### src/rtl/oep_pkg.sv
// Shared types for the OUT endpoint receive buffer.
// Assumes a held-packet count of at most two.
package oep_pkg;

    typedef enum logic [1:0] {
        ST_EMPTY   = 2'b00,
        ST_UNUSED  = 2'b01,
        ST_HALF    = 2'b10,
        ST_FULL    = 2'b11
    } oep_stat_e;

    // Maps mode and held-packet count onto the CPU status code.
    function automatic oep_stat_e enc_status(input logic dbl, input logic [1:0] held);
        oep_stat_e s;
        if (held == 2'd0)
            s = ST_EMPTY;
        else if (!dbl)
            s = ST_FULL;
        else if (held == 2'd1)
            s = ST_HALF;
        else
            s = ST_FULL;
        return s;
    endfunction

endpackage

### src/rtl/oep_slot_ram.sv
// Two-slot byte storage for the receive buffer.
// One write port (bus side) and one registered read port (CPU side).
// Assumes the writer never targets the slot that the reader is draining.
module oep_slot_ram #(
    parameter int SLOT_BYTES = 64,
    parameter int DATA_W     = 8,
    parameter int CNT_W      = $clog2(SLOT_BYTES + 1)
) (
    input  logic              clk,
    input  logic              rst_n,
    input  logic              we,
    input  logic              wr_slot,
    input  logic [CNT_W-1:0]  wr_idx,
    input  logic [DATA_W-1:0] wr_data,
    input  logic              rd_en,
    input  logic              rd_hit,
    input  logic              rd_slot,
    input  logic [CNT_W-1:0]  rd_idx,
    output logic [DATA_W-1:0] rd_data
);
    localparam int DEPTH  = 2 * SLOT_BYTES;
    localparam int ADDR_W = CNT_W + 1;

    logic [DATA_W-1:0] mem [DEPTH];
    logic [ADDR_W-1:0] wr_addr;
    logic [ADDR_W-1:0] rd_addr;

    // Flat addresses: the slot picks the half, the index the byte within it.
    always_comb begin
        wr_addr = ADDR_W'(wr_slot) * ADDR_W'(SLOT_BYTES) + {1'b0, wr_idx};
        rd_addr = ADDR_W'(rd_slot) * ADDR_W'(SLOT_BYTES) + {1'b0, rd_idx};
    end

    // Stores a bus-side byte.
    always_ff @(posedge clk) begin
        if (we)
            mem[wr_addr] <= wr_data;
    end

    // Registers the popped byte, giving zero for a pop with nothing to return.
    always_ff @(posedge clk) begin
        if (!rst_n)
            rd_data <= '0;
        else if (rd_en)
            rd_data <= rd_hit ? mem[rd_addr] : '0;
    end

endmodule

### src/rtl/oep_fill_ctrl.sv
// Bus-side packet assembler.
// Counts the bytes of the packet being received and writes them into the
// free slot the queue names. At end of packet it decides whether to commit,
// silently discard (bad or too long) or drop with overrun (no room).
// Assumes eop may coincide with the last byte's wr_en.
module oep_fill_ctrl #(
    parameter int SLOT_BYTES = 64,
    parameter int CNT_W      = $clog2(SLOT_BYTES + 1)
) (
    input  logic             clk,
    input  logic             rst_n,
    input  logic             wr_en,
    input  logic             eop,
    input  logic             eop_good,
    input  logic             room_now,
    output logic             mem_we,
    output logic [CNT_W-1:0] fill_idx,
    output logic             commit,
    output logic [CNT_W-1:0] commit_len,
    output logic             drop
);
    localparam logic [CNT_W-1:0] SLOT_LIM = CNT_W'(SLOT_BYTES);

    logic fill_active_q;
    logic room_q;
    logic long_q;
    logic [CNT_W-1:0] fill_cnt_q;

    logic byte_fits;
    logic room_eff;
    logic long_now;

    // Room is locked at the first byte so a packet is never split across states.
    always_comb begin
        byte_fits  = fill_cnt_q < SLOT_LIM;
        room_eff   = fill_active_q ? room_q : room_now;
        long_now   = long_q || (wr_en && !byte_fits);
        mem_we     = wr_en && byte_fits && room_eff;
        fill_idx   = fill_cnt_q;
        commit_len = fill_cnt_q + CNT_W'(wr_en && byte_fits);
        commit     = eop && eop_good && !long_now && room_eff;
        drop       = eop && eop_good && !long_now && !room_eff;
    end

    // Tracks count, room lock and length overflow for the packet in flight.
    always_ff @(posedge clk) begin
        if (!rst_n) begin
            fill_active_q <= 1'b0;
            room_q        <= 1'b0;
            long_q        <= 1'b0;
            fill_cnt_q    <= '0;
        end else if (eop) begin
            fill_active_q <= 1'b0;
            room_q        <= 1'b0;
            long_q        <= 1'b0;
            fill_cnt_q    <= '0;
        end else if (wr_en) begin
            if (!fill_active_q)
                room_q <= room_now;
            fill_active_q <= 1'b1;
            if (byte_fits)
                fill_cnt_q <= fill_cnt_q + CNT_W'(1);
            else
                long_q <= 1'b1;
        end
    end

    AST_FILL_BOUND: assert property (@(posedge clk) disable iff (!rst_n)
        fill_cnt_q <= SLOT_LIM);
    AST_LONG_NO_COMMIT: assert property (@(posedge clk) disable iff (!rst_n)
        long_q |-> !commit);
    AST_BAD_NO_EFFECT: assert property (@(posedge clk) disable iff (!rst_n)
        (eop && !eop_good) |-> (!commit && !drop));

endmodule

### src/rtl/oep_queue_ctrl.sv
// Packet queue bookkeeping for up to two held packets.
// Keeps the head and tail slot pointers, the per-slot lengths, the CPU
// read index and the overrun flag. Releases the head on clear-ready or
// after its last byte is popped when auto-clear is on.
// Assumes dbl_mode changes only while no packet is held.
module oep_queue_ctrl #(
    parameter int SLOT_BYTES = 64,
    parameter int CNT_W      = $clog2(SLOT_BYTES + 1)
) (
    input  logic             clk,
    input  logic             rst_n,
    input  logic             dbl_mode,
    input  logic             auto_clr,
    input  logic             commit,
    input  logic [CNT_W-1:0] commit_len,
    input  logic             drop,
    input  logic             pop,
    input  logic             clr_rdy,
    input  logic             overrun_clr,
    output logic             room_now,
    output logic             tail_slot,
    output logic             head_slot,
    output logic [1:0]       held,
    output logic [CNT_W-1:0] head_len,
    output logic [CNT_W-1:0] rd_idx,
    output logic             rd_hit,
    output logic             overrun
);
    localparam int NSLOT = 2;

    logic             head_q;
    logic             tail_q;
    logic [1:0]       held_q;
    logic [CNT_W-1:0] rd_idx_q;
    logic             ovr_q;
    logic [CNT_W-1:0] len_q [NSLOT];

    logic [1:0]       cap;
    logic [CNT_W-1:0] cur_len;
    logic             any_held;
    logic             auto_rel;
    logic             release_head;

    // Capacity, head lookup and release decision.
    always_comb begin
        cap          = dbl_mode ? 2'd2 : 2'd1;
        room_now     = held_q < cap;
        any_held     = held_q != 2'd0;
        cur_len      = len_q[head_q];
        rd_hit       = pop && any_held && (rd_idx_q < cur_len);
        auto_rel     = auto_clr && rd_hit && ((rd_idx_q + CNT_W'(1)) == cur_len);
        release_head = (clr_rdy && any_held) || auto_rel;
        tail_slot    = tail_q;
        head_slot    = head_q;
        held         = held_q;
        head_len     = any_held ? cur_len : '0;
        rd_idx       = rd_idx_q;
        overrun      = ovr_q;
    end

    // Advances pointers and the held count on commit and release.
    always_ff @(posedge clk) begin
        if (!rst_n) begin
            head_q <= 1'b0;
            tail_q <= 1'b0;
            held_q <= 2'd0;
        end else begin
            if (commit)
                tail_q <= ~tail_q;
            if (release_head)
                head_q <= ~head_q;
            held_q <= held_q + {1'b0, commit} - {1'b0, release_head};
        end
    end

    // Records the length of each committed packet in its slot.
    for (genvar s = 0; s < NSLOT; s++) begin : g_len
        always_ff @(posedge clk) begin
            if (!rst_n)
                len_q[s] <= '0;
            else if (commit && (tail_q == 1'(s)))
                len_q[s] <= commit_len;
        end
    end

    // Steps the CPU read index through the head packet.
    always_ff @(posedge clk) begin
        if (!rst_n)
            rd_idx_q <= '0;
        else if (release_head)
            rd_idx_q <= '0;
        else if (rd_hit)
            rd_idx_q <= rd_idx_q + CNT_W'(1);
    end

    // Sticky overrun flag; a new drop takes precedence over a clear.
    always_ff @(posedge clk) begin
        if (!rst_n)
            ovr_q <= 1'b0;
        else if (drop)
            ovr_q <= 1'b1;
        else if (overrun_clr)
            ovr_q <= 1'b0;
    end

    AST_HELD_CAP: assert property (@(posedge clk) disable iff (!rst_n)
        held_q <= cap);
    AST_DROP_KEEPS_HELD: assert property (@(posedge clk) disable iff (!rst_n)
        (drop && !release_head) |=> $stable(held_q));
    AST_DROP_SETS_FLAG: assert property (@(posedge clk) disable iff (!rst_n)
        drop |=> ovr_q);
    AST_CLR_EMPTY_IGNORED: assert property (@(posedge clk) disable iff (!rst_n)
        (clr_rdy && !any_held && !commit) |=> (held_q == 2'd0));
    AST_RDIDX_BOUND: assert property (@(posedge clk) disable iff (!rst_n)
        any_held |-> (rd_idx_q <= cur_len));

endmodule

### src/rtl/usb_out_ep_buffer.sv
// Receive buffer for one USB OUT endpoint.
// Joins the bus-side assembler, the packet queue and the two-slot storage,
// and encodes the CPU status code from the mode and held count.
// Assumes one-cycle eop, clr_rdy, pop and overrun_clr pulses.
module usb_out_ep_buffer #(
    parameter int SLOT_BYTES = 64,
    parameter int DATA_W     = 8,
    parameter int CNT_W      = $clog2(SLOT_BYTES + 1)
) (
    input  logic              clk,
    input  logic              rst_n,
    input  logic              dbl_mode,
    input  logic              auto_clr,
    input  logic              wr_en,
    input  logic [DATA_W-1:0] wr_byte,
    input  logic              eop,
    input  logic              eop_good,
    output logic [1:0]        status,
    output logic [CNT_W-1:0]  head_len,
    input  logic              pop,
    output logic [DATA_W-1:0] pop_data,
    input  logic              clr_rdy,
    output logic              overrun,
    input  logic              overrun_clr
);
    import oep_pkg::*;

    logic             room_now;
    logic             mem_we;
    logic [CNT_W-1:0] fill_idx;
    logic             commit;
    logic [CNT_W-1:0] commit_len;
    logic             drop;
    logic             tail_slot;
    logic             head_slot;
    logic [1:0]       held;
    logic [CNT_W-1:0] rd_idx;
    logic             rd_hit;

    oep_fill_ctrl #(.SLOT_BYTES(SLOT_BYTES), .CNT_W(CNT_W)) u_fill (
        .clk        (clk),
        .rst_n      (rst_n),
        .wr_en      (wr_en),
        .eop        (eop),
        .eop_good   (eop_good),
        .room_now   (room_now),
        .mem_we     (mem_we),
        .fill_idx   (fill_idx),
        .commit     (commit),
        .commit_len (commit_len),
        .drop       (drop)
    );

    oep_queue_ctrl #(.SLOT_BYTES(SLOT_BYTES), .CNT_W(CNT_W)) u_queue (
        .clk         (clk),
        .rst_n       (rst_n),
        .dbl_mode    (dbl_mode),
        .auto_clr    (auto_clr),
        .commit      (commit),
        .commit_len  (commit_len),
        .drop        (drop),
        .pop         (pop),
        .clr_rdy     (clr_rdy),
        .overrun_clr (overrun_clr),
        .room_now    (room_now),
        .tail_slot   (tail_slot),
        .head_slot   (head_slot),
        .held        (held),
        .head_len    (head_len),
        .rd_idx      (rd_idx),
        .rd_hit      (rd_hit),
        .overrun     (overrun)
    );

    oep_slot_ram #(.SLOT_BYTES(SLOT_BYTES), .DATA_W(DATA_W), .CNT_W(CNT_W)) u_ram (
        .clk     (clk),
        .rst_n   (rst_n),
        .we      (mem_we),
        .wr_slot (tail_slot),
        .wr_idx  (fill_idx),
        .wr_data (wr_byte),
        .rd_en   (pop),
        .rd_hit  (rd_hit),
        .rd_slot (head_slot),
        .rd_idx  (rd_idx),
        .rd_data (pop_data)
    );

    // Status code seen by the CPU.
    always_comb begin
        status = enc_status(dbl_mode, held);
    end

    AST_NO_CODE_01: assert property (@(posedge clk) disable iff (!rst_n)
        status != 2'b01);
    AST_SINGLE_NO_10: assert property (@(posedge clk) disable iff (!rst_n)
        !dbl_mode |-> (status != 2'b10));
    AST_EMPTY_LEN_ZERO: assert property (@(posedge clk) disable iff (!rst_n)
        (status == 2'b00) |-> (head_len == '0));
    AST_EMPTY_POP_ZERO: assert property (@(posedge clk) disable iff (!rst_n)
        (pop && status == 2'b00) |=> (pop_data == '0));

endmodule

### config.mk
export PLATFORM = sky130hd
export DESIGN_NAME = usb_out_ep_buffer
export DESIGN_NICKNAME = d
export VERILOG_FILES = /design/src/rtl/oep_pkg.sv /design/src/rtl/oep_slot_ram.sv /design/src/rtl/oep_fill_ctrl.sv /design/src/rtl/oep_queue_ctrl.sv /design/src/rtl/usb_out_ep_buffer.sv
export SDC_FILE = /design/constraint.sdc
export NUM_CORES = 1
export LEC_CHECK = 0
export BUFFER_PORTS_ARGS = -buffer_cell sky130_fd_sc_hd__buf_4
export CORE_MARGIN = 2
export CORE_UTILIZATION = 24
export CTS_BUF_LIST = sky130_fd_sc_hd__clkbuf_16
export CTS_CLUSTER_SIZE = 20
export DETAILED_ROUTE_END_ITERATION = 12
export PLACE_DENSITY_LB_ADDON = 0.05
export SLEW_MARGIN = 20
export SYNTH_ARGS = -nofsm -noshare
export SYNTH_HDL_FRONTEND = slang
export SYNTH_SLANG_ARGS = --single-unit
### constraint.sdc
create_clock -name clk -period 3.9 [get_ports clk]
set_input_delay 0.195 -clock clk [delete_from_list [all_inputs] [get_ports clk]]
set_output_delay 0.195 -clock clk [all_outputs]
set_load 0.01 [all_outputs]
; Word-level counts from Yosys, hierarchy flattened
; Memories as Yosys holds them, arrays and structs flattened. A register that Yosys moved wholly into a read port is not among the register bits.
; Index checks and enable logic that the tools add are counted.
[classes]
eq_ne = 2
addsub = 7
order_cmp = 3
n_bitwise = 6
n_reduce_logical = 26
muxes = 22
[op_table]
columns = operator, count
row1 = $mux 7, 3
row2 = $mux 1, 16
row3 = $add 7x1->7 const B, 2
row4 = $add 7x7->7, 2
row5 = $logic_and 1x1->1, 14
row6 = $mux 8, 1
row7 = $add 7x1->7, 1
row8 = $eq 7x7->1, 1
row9 = $lt 7x7->1, 1
row10 = $lt 7x7->1 const B, 1
row11 = $mux 2, 2
row12 = $not 1->1, 4
row13 = $reduce_and 2->1, 2
row14 = $reduce_bool 2->1, 2
row15 = $reduce_or 2->1, 2
row16 = $logic_not 1->1, 3
row17 = $add 2x1->2, 1
row18 = $eq 2x1->1 const B, 1
row19 = $logic_not 2->1, 1
row20 = $logic_or 1x1->1, 2
row21 = $lt 2x2->1, 1
row22 = $or 1x1->1, 2
row23 = $sub 2x1->2, 1
[word_totals]
word_cells = 78
ramBits = 1038
in_bits = 18
register_bits = 30
n_memories = 2
output_inout_bits = 18
[memory_table]
columns = memory, words, width, read_ports, rd_clocked_by_memory_dff, write_ports, line
row1 = u_ram.mem, 128, 8, 1, 0, 1, oep_slot_ram.sv:24  ; logic [DATA_W-1:0] mem [DEPTH];
row2 = u_queue.len_q, 2, 7, 1, 1, 2, oep_queue_ctrl.sv:36  ; logic [CNT_W-1:0] len_q [NSLOT];

; Logic depth before layout (Yosys ltp)
; Gate-level depths: netlist of the first run.
[logic_depth]
word_depth = 12
mapped_depth = 18
mapped_depth_nobuf = 13

; Modules after synthesis
; A second synthesis of the first run with hierarchy kept.
[unflattened]
cells_unflattened = 2070
area_unflattened_um2 = 41995.3
[modules_own_cells]
columns = module, cells_per_inst, area_each_um2, seq_area_each_um2, instances
row1 = oep_slot_ram, 1845, 39784.4, 30909.6, 1
row2 = oep_queue_ctrl, 159, 1671.6, 680.7, 1
row3 = oep_fill_ctrl, 63, 521.8, 200.2, 1
row4 = usb_out_ep_buffer, 3, 17.5, 0.0, 1

; Worst setup path before layout of the first run
; No wires, ideal clock.
[synth_path]
kind = register to register
startpoint = reg with a tool-made name
endpoint = reg u_queue.held_q[1] (netlist: u_queue.held[1])
setup_ns = 0.118
synth_period_minus_slack_ns = 3.267
path_stages_with_launch = 15
t_required_ns = 3.782
arrival_time_ns = 3.149
setup_slack_ns = 0.633
n_path_buf = 1
path_cell_list = dfxtp_1 > clkbuf_1 > mux2i_1 > ha_1 > a21oi_1 > nor2b_1 > nor4b_2 > and4_1 > a31o_2 > ha_1 > inv_1 > ha_1 > xor2_1 > xnor2_1 > nor2_1
[synth_rtl]
columns = element, line
row1 = "end signal, assigned", oep_queue_ctrl.sv:72  ; held_q <= held_q + {1'b0, commit} - {1'b0, release_head};
row2 = "end, declared", oep_queue_ctrl.sv:33  ; logic [1:0] held_q;

; Worst setup path in the final report of the first run
[layout_path]
startpoint = reg u_queue.rd_idx_q[3] (netlist: u_queue.rd_idx[3])
endpoint = reg u_ram.rd_data[0]
[layout_via]
elab_chain_cells = 3
word_cells_on_any_way = 5
classes_between = add/sub: 1 / order compare: 1 / mux: 1 / reduce/logical: 1 / memory: 1
[layout_lines]
columns = element, line
row1 = "start, declared", oep_queue_ctrl.sv:34  ; logic [CNT_W-1:0] rd_idx_q;
row2 = "start signal, assigned", oep_queue_ctrl.sv:93  ; rd_idx_q <= rd_idx_q + CNT_W'(1);
row3 = $add 7x7->7 or $lt 7x7->1 (tied branches), "oep_slot_ram.sv:31, oep_queue_ctrl.sv:50"
row4 = $mem_v2 128x8 or $logic_and 1x1->1 (tied branches), --
row5 = $mux 8 (*), oep_slot_ram.sv:45  ; rd_data <= rd_hit ? mem[rd_addr] : '0;
row6 = "end signal, assigned", oep_slot_ram.sv:45
row7 = "end, declared", oep_slot_ram.sv:19  ; output logic [DATA_W-1:0] rd_data
; Every way passes the cells marked *; elsewhere a longest branch is shown, timed or not.
; A chain may end at the register's enable or synchronous reset.

==> results of run 1 <==
registers in the layout, summed over array words and instances, names as in the netlist, named ones only:
signal                flops
u_ram.mem              1024
u_queue.len_q            14
u_ram.rd_data             8
u_fill.fill_idx           7
u_queue.rd_idx            7
u_queue.held              2
u_fill.fill_active_q      1
u_fill.long_q             1
u_fill.room_q             1
u_queue.head_slot         1
u_queue.overrun           1
u_queue.tail_slot         1
how the worst max path moves through the flow:
stage / endpoint / depth (start not counted) / slack, ns / startpoint
global route: u_ram.rd_data[6] / 7 / 0.26 / u_queue.rd_idx[0]
detailed placement: u_ram.rd_data[6] / 7 / 0.36 / u_queue.rd_idx[0]
global placement: u_ram.rd_data[6] / 7 / 0.33 / u_queue.rd_idx[0]
finish: u_ram.rd_data[0] / 8 / 0.42 / u_queue.rd_idx[3]
CTS: u_ram.rd_data[6] / 7 / 0.35 / u_queue.rd_idx[0]
floorplan: u_queue.held[1] / 14 / 0.63 / flip-flop
per-stage QoR:
| stage | hold WS [ns] | instance area (um^2) | setup WS (ns) | utilization | cells |
|---|---|---|---|---|---|
| floorplan | 0.290 | 42000 | 0.633 | - | 2059 |
| global placement | 0.431 | 46200 | 0.331 | 0.266 | 4500 |
| detailed placement | 0.440 | 46200 | 0.359 | 0.266 | 4500 |
| CTS | 0.0206 | 50100 | 0.347 | 0.288 | 4735 |
| global route | 0.0362 | 50100 | 0.262 | 0.288 | 4736 |
| finish | 0.0368 | 50100 | 0.418 | 0.288 | 4737 |
cell families after synthesis:
family,count (synthesis),synth area share
DFF,1069,0.758
and+or+nand+nor,403,0.0442
muxes,288,0.147
AOI/OAI and AO/OA,130,0.0234
buffers and inverters,126,0.0177
xor gates and xnor gates,29,0.00623
adders and majority gates,14,0.00417
per-layer routing:
| layer | up-vias | track usage | part of all wire |
|---|---|---|---|
| li1 | 9035 | - | - |
| met1 | 11300 | 0.202 | 0.47 |
| met2 | 368 | 0.234 | 0.48 |
| met3 | 155 | 0.0208 | 0.032 |
| met4 | 0 | 0.0350 | 0.022 |
| met5 | - | 0 | 0 |
power by group:
group / internal, uW / switching [uW]
clock: 6340 / 4700
sequential: 12700 / 145
combinational: 1680 / 2000
repair_timing:
| item | 4_1_cts | 5_1_grt |
|---|---|---|
| hold endpoints to repair | 83 | 0 |
| setup endpoints to repair | 0 | 0 |
| hold buffers | 9 | 0 |
| gates resized for setup | 0 | 0 |
cell type report:
| class | count | area, um^2 | share of cell area |
|---|---|---|---|
| Sequential cell | 1069 | 31800 | 0.634 |
| Multi-Input combinational cell | 864 | 9460 | 0.189 |
| Clock buffer | 123 | 3080 | 0.0614 |
| Tap cell | 2325 | 2910 | 0.0580 |
| Timing Repair Buffer | 241 | 2070 | 0.0414 |
| Clock inverter | 103 | 759 | 0.0152 |
| Inverter | 10 | 37.5 | 0.000749 |
| Antenna cell | 2 | 5.00 | 0.0000999 |
cells in the final DEF (no fill, tap or decap), types with 9 or more instances in the layout:
cell	instances
a22oi_1	60
and3_1	10
buf_12	19
buf_4	212
bufinv_16	10
clkbuf_16	123
clkinv_1	28
clkinv_2	24
dfxtp_1	27
dlygate4sd3_1	9
edfxtp_1	1038
ha_1	14
inv_1	39
mux2i_1	22
mux4_2	260
nand2_1	72
nand3_1	22
nor2_1	184
nor3_1	28
nor4_1	27
o21ai_0	9
o22ai_1	9
or4_1	12
xnor2_1	14
xor2_1	13
worst max-delay path: cells and delay by family, from the launching register on:
family | cells | cell delay, ns
AND/OR/NAND/NOR | 4 | 1.59
flip-flops | 1 | 0.77
buffers and inverters | 2 | 0.64
multiplexers | 1 | 0.26
AO/OA/AOI/OAI | 1 | 0.15
==> run_results.csv, run 1 <==
group,metric,value,unit
status,status,"finished clean",
cts,cts_num_sinks,1069,
route,drt-wirelength-per-cell,27.2,um
setup_path,critPathRequiredTime,4.59,ns
route,wl,129,mm
sta,fmax,287,MHz
yosys,avgSynthCellArea,20.4,um^2
setup_path,crit_path_end_kind,"flip-flop",
floorplan,dieArea,178000,um^2
global_routing,grt_pass1_vias,22300,
yosys,synth_nets,2091,
cts,cts_buffers,121,
global_routing,grt_max_degree,85,
layout,drive_gt1_frac,0.284,
sta,min_period,3.48,ns
global_routing,grt_usage,0.144,
global_routing,grt_overflow,0,
setup_path,r2r_setup_slack,0.42,ns
yosys,synth_common_cells,"edfxtp_1, mux4_2, nor2_1",
route,drcViolationCount,0,
route,vias,20900,
yosys,synth.cell_area,42000,um^2
yosys,synth_edf_count,1038,
placed_design,gp_congestion,0.782,
sta,rsz0062_at_grt,"no",
cts,cts_setup_buffers,0,
yosys,synth_warnings,0,
route,antenna_left,0,
yosys,ys.flop_type,"edfxtp_1",
pwr,p_leak,0.0156,uW
sta,setup-tns-final,0,ns
floorplan,core,174000,um^2
floorplan,io-pin-count,36,
setup_path,timing.rr.start,"u_queue.rd_idx[3]",
route,drt_iter0_markers,1433,
sta,slew_viol_final,0,
floorplan,rows,153,
pwr,powerDensity,549,nW/um^2
setup_path,critical_path.slowest_cell,"dfxtp_2",
floorplan,start_util,0.241,
sta,setup_viol,0,
sta,period_share,0.893,
yosys,synth_top_area_frac,0.743,
cts,root_buffer,"clkbuf_16",
run,drv_cap,0,
global_routing,antenna_found_initial,6,
layout,fill_cells,17300,
placed_design,hpwl,82.4,mm
worst_hold_path,hold_start,"wr_byte[7]",
setup_path,cp.arrival,4.17,ns
floorplan,dieWidth,422,um
yosys,yosysMostFrequentCell,"edfxtp_1",
setup_path,ff2ff_path_depth,8,
setup_path,cp_slowest_stage_delay,0.77,ns
yosys,ys_types,64,
sta,relSlewSlack,0.293,
cts,clk_latency,0.75,ns
sta,skew,0.0281,ns
setup_path,crit_path_start_kind,"flip-flop",
placed_design,portBuffers,35,
setup_path,crit_fanout,19,
cts,cts_max_level,3,
cts,cts_buffer_depth,3,
yosys,async_flop_share,0,
setup_path,r2r-end,"u_ram.rd_data[0]",
sta,worstMarginPinSlew,1.06,ns
yosys,ys_seq_elements,1069,
yosys,ys_top_cells_by_area,"edfxtp_1, mux4_2, nor2_1",
setup_path,crit_chain,"buf_4, buf_4, mux4_2, nor4_1, or4_1, or4_1, nor3_1, a211o_1",
pwr,power,27500,uW
floorplan,die_y,422,um
worst_hold_path,hold_class,"in -> reg",
yosys,synthCells,2059,
cts,clk_pin_slew,0.06,ns
setup_path,critPathKind,"reg -> reg",
pwr,irDropWorstVdd,0.000331,V
worst_hold_path,hold_path_depth,1,
layout,nets,2339,
cts,cts_tree,"done",
route,dr.pass1.iters,5,
layout,area_growth,19.4,%
yosys,synth_largest_area_cell,"edfxtp_1",
sta,hold_violations,0,
route,via_per_inst,4.40,
global_routing,grt_pass1_wl,181,mm
worst_hold_path,hold_path_end,"u_ram.mem[56][7]",
yosys,yosysSeqAreaShare,0.758,
(Power assumes the default switching activity.)
==> inputs of run 2 (changes only) <==
- ABC_AREA: not set -> 1
- BUFFER_PORTS_ARGS: -buffer_cell sky130_fd_sc_hd__buf_4 -> not set
- DONT_BUFFER_PORTS: not set -> 1
==> run_results.csv, run 2 <==
group,metric,value,unit
sta,worstMarginPinSlew,1.06,ns
global_routing,grt_usage,0.167,
yosys,synthCells,3811,
cts,cts_num_sinks,1069,
status,violations,"hold timing",
layout,nets,3957,
placed_design,placed_cells,6146,
yosys,yosysSeqAreaShare,0.722,
global_routing,grt_overflow,0,
yosys,yosys.area_share.simple,0.232,
cts,cts_resized,0,
route,dr.pass1.iters,5,
global_routing,grt_pass1_vias,28800,
worst_hold_path,hold_start,"wr_byte[0]",
sta,relSlewSlack,0.294,
setup_path,critPathKind,"reg -> reg",
sta,setup-tns-final,0,ns
route,drt-wirelength-per-cell,24.3,um
cts,cts_buffers,137,
layout,largest_register,"u_ram.mem",
floorplan,dieWidth,432,um
yosys,synth_compound_area_frac,0.00532,
yosys,synth_nets,3843,
floorplan,core,183000,um^2
global_routing,use_met3,0.0249,
layout,reg_top3,"u_ram.mem x1024, u_queue.len_q x14, u_ram.rd_data x8",
status,status,"finished, violations left",
floorplan,rows,157,
setup_path,crit_fanout,8,
cts,cts.hold.buffers_added,24,
global_routing,grt_pass1_wl,223,mm
placed_design,gp_congestion,0.753,
setup_path,crit_path_start_kind,"flip-flop",
placed_design,portBuffers,0,
yosys,avgSynthCellArea,11.5,um^2
setup_path,crit_path_end_kind,"flip-flop",
yosys,synth_largest_area_cell,"edfxtp_1",
floorplan,io-pin-count,36,
setup_path,crit_chain,"inv_2, or2_1, o21ai_0, ha_1, a21oi_1, o21a_1, nand3_1, inv_1, nand4_2, nand2_1, ha_1, inv_1, ha_1, nand2_1, dlygate4sd3_1, inv_1",
cts,cts_setup_buffers,0,
global_routing,grt_max_degree,129,
cts,clk_pin_slew,0.06,ns
setup_path,cp_slowest_stage_delay,0.55,ns
yosys,synth_edf_count,1038,
sta,slew_viol_final,0,
floorplan,dieArea,187000,um^2
yosys,synth_warnings,0,
yosys,synth_top_area_frac,0.708,
yosys,synth_top_family_by_area,"simple AND/OR/NAND/NOR gates",
route,drt_iter0_markers,1978,
setup_path,crit_family,"buffers and inverters",
yosys,synth_common_cells,"nand2_1, edfxtp_1, nand3_1",
floorplan,start_util,0.241,
layout,largest_register_ffs,1024,
sta,rsz0062_at_grt,"no",
yosys,ys_seq_elements,1069,
route,via_per_inst,4.48,
sta,fmax,291,MHz
sta,min_period,3.43,ns
global_routing,antenna_found_initial,3,
layout,instances_no_fill,6422,
yosys,synthMuxAreaShare,0.000682,
layout,final_cell_mix,"nand2_1, edfxtp_1, nand3_1, nor2_1, buf_4",
pwr,powerDensity,571,nW/um^2
yosys,ys_top_cells_by_area,"edfxtp_1, nand3_1, nand2_1",
setup_path,critPathRequiredTime,4.56,ns
setup_path,r2r-end,"u_queue.held[0]",
global_routing,grt.met2_usage,0.270,
pwr,p_leak,0.0182,uW
sta,period_share,0.880,
layout,drive_gt1_frac,0.0962,
setup_path,ff2ff_path_depth,16,
yosys,synth.cell_area,44000,um^2
setup_path,r2r_setup_slack,0.47,ns
sta,setup_viol,0,
floorplan,die_y,432,um
pwr,irDropWorstVdd,0.000416,V
layout,final_common_cell,"nand2_1",
yosys,ys_types,32,
route,antenna_left,0,
global_routing,busiest_layer,"met2",
worst_hold_path,hold_class,"in -> reg",
yosys,synth_xor_area_frac,0.00318,
cts,cts_tree,"done",
cts,cts_max_level,4,
yosys,yosysMostFrequentCell,"nand2_1",
placed_design,hpwl,84.7,mm
route,drcViolationCount,0,
cts,cts_buffer_depth,3,
setup_path,critical_path.slowest_cell,"dlygate4sd3_1",
global_routing,grtUsageMet1,0.232,
cts,root_buffer,"clkbuf_16",
yosys,synthAdderAreaFrac,0.00398,
worst_hold_path,hold_path_depth,1,
sta,hold_violations,8,
run,drv_cap,0,
worst_hold_path,hold_path_end,"u_ram.mem[93][0]",
setup_path,cp.arrival,4.10,ns
route,vias,28700,
setup_path,critPathBufInv,5,
layout,area_growth,18.2,%
sta,worst_hold_slack,-0.126,ns
sta,skew,0.0227,ns
yosys,async_flop_share,0,
yosys,ys.flop_type,"edfxtp_1",
route,wl,156,mm
cts,clk_latency,0.76,ns
[run 2: through the flow]
| step | setup slack, ns | cell area [um^2] | util | total power (uW) |
|---|---|---|---|---|
| 5_1_grt | 0.253 | 52000 | 0.285 | 31100 |
| 4_1_cts | 0.474 | 52000 | 0.284 | 30300 |
| 3_3_place_gp | 0.683 | 47300 | 0.259 | 17700 |
| 3_5_place_dp | 0.713 | 47300 | 0.259 | 17700 |
| 2_1_floorplan | 1.27 | 44000 | - | 15900 |
| 6_report | 0.468 | 52000 | 0.285 | 29700 |
[run 2: area by class of cell]
class,count,area [um^2]
Antenna cell,5,12.5
Clock buffer,145,3630
Clock inverter,101,613
Fill cell,19000,131000
Inverter,48,200
Multi-Input combinational cell,2458,10800
Sequential cell,1069,31800
Tap cell,2385,2980
Timing Repair Buffer,211,1960
[run 2: worst max path at each step]
stage               slack (ns)                to       startpoint  cells past startpoint
finish                    0.47   u_queue.held[0]        flip-flop                     16
global route              0.25   u_queue.held[0]        flip-flop                     16
CTS                       0.47   u_queue.held[0]        flip-flop                     16
global placement          0.68  u_ram.mem[99][0]  u_queue.held[1]                     10
floorplan                 1.27   u_queue.held[1]        flip-flop                     17
detailed placement        0.71  u_ram.mem[99][4]  u_queue.held[1]                     10
[run 2: layer usage]
| layer | share of wire | routed length [um] | vias to the layer above |
|---|---|---|---|
| met1 | 0.48 | 74300 | 14400 |
| li1 | - | - | 13700 |
| met2 | 0.47 | 73400 | 473 |
| met4 | 0.020 | 3190 | 0 |
| met5 | 0 | 0 | - |
| met3 | 0.034 | 5380 | 178 |
[run 2: cell families (layout without fill, tap and decap cells)]
kind of cell / count (synthesis) / count (layout)
buffers and inverters: 284 / 505
adder cells (fa/ha/maj): 14 / 14
AO/OA/AOI/OAI: 44 / 44
multiplexers: 3 / 3
XOR/XNOR: 16 / 16
flip-flops: 1069 / 1069
other: 0 / 5
AND/OR/NAND/NOR: 2381 / 2381
[run 2: worst reg2reg max path: cells and delay by family (launching register included)]
family,cells,cell delay [ns]
AND/OR/NAND/NOR,5,0.66
buffers and inverters,5,0.84
flip-flops,1,0.53
AO/OA/AOI/OAI,3,0.50
adder cells (fa/ha/maj),3,0.80
[run 2: report_power, final]
group | total, uW | switching [uW] | internal (uW)
clock | 12100 | 5060 | 7060
combinational | 4780 | 3610 | 1170
sequential | 12800 | 117 | 12700
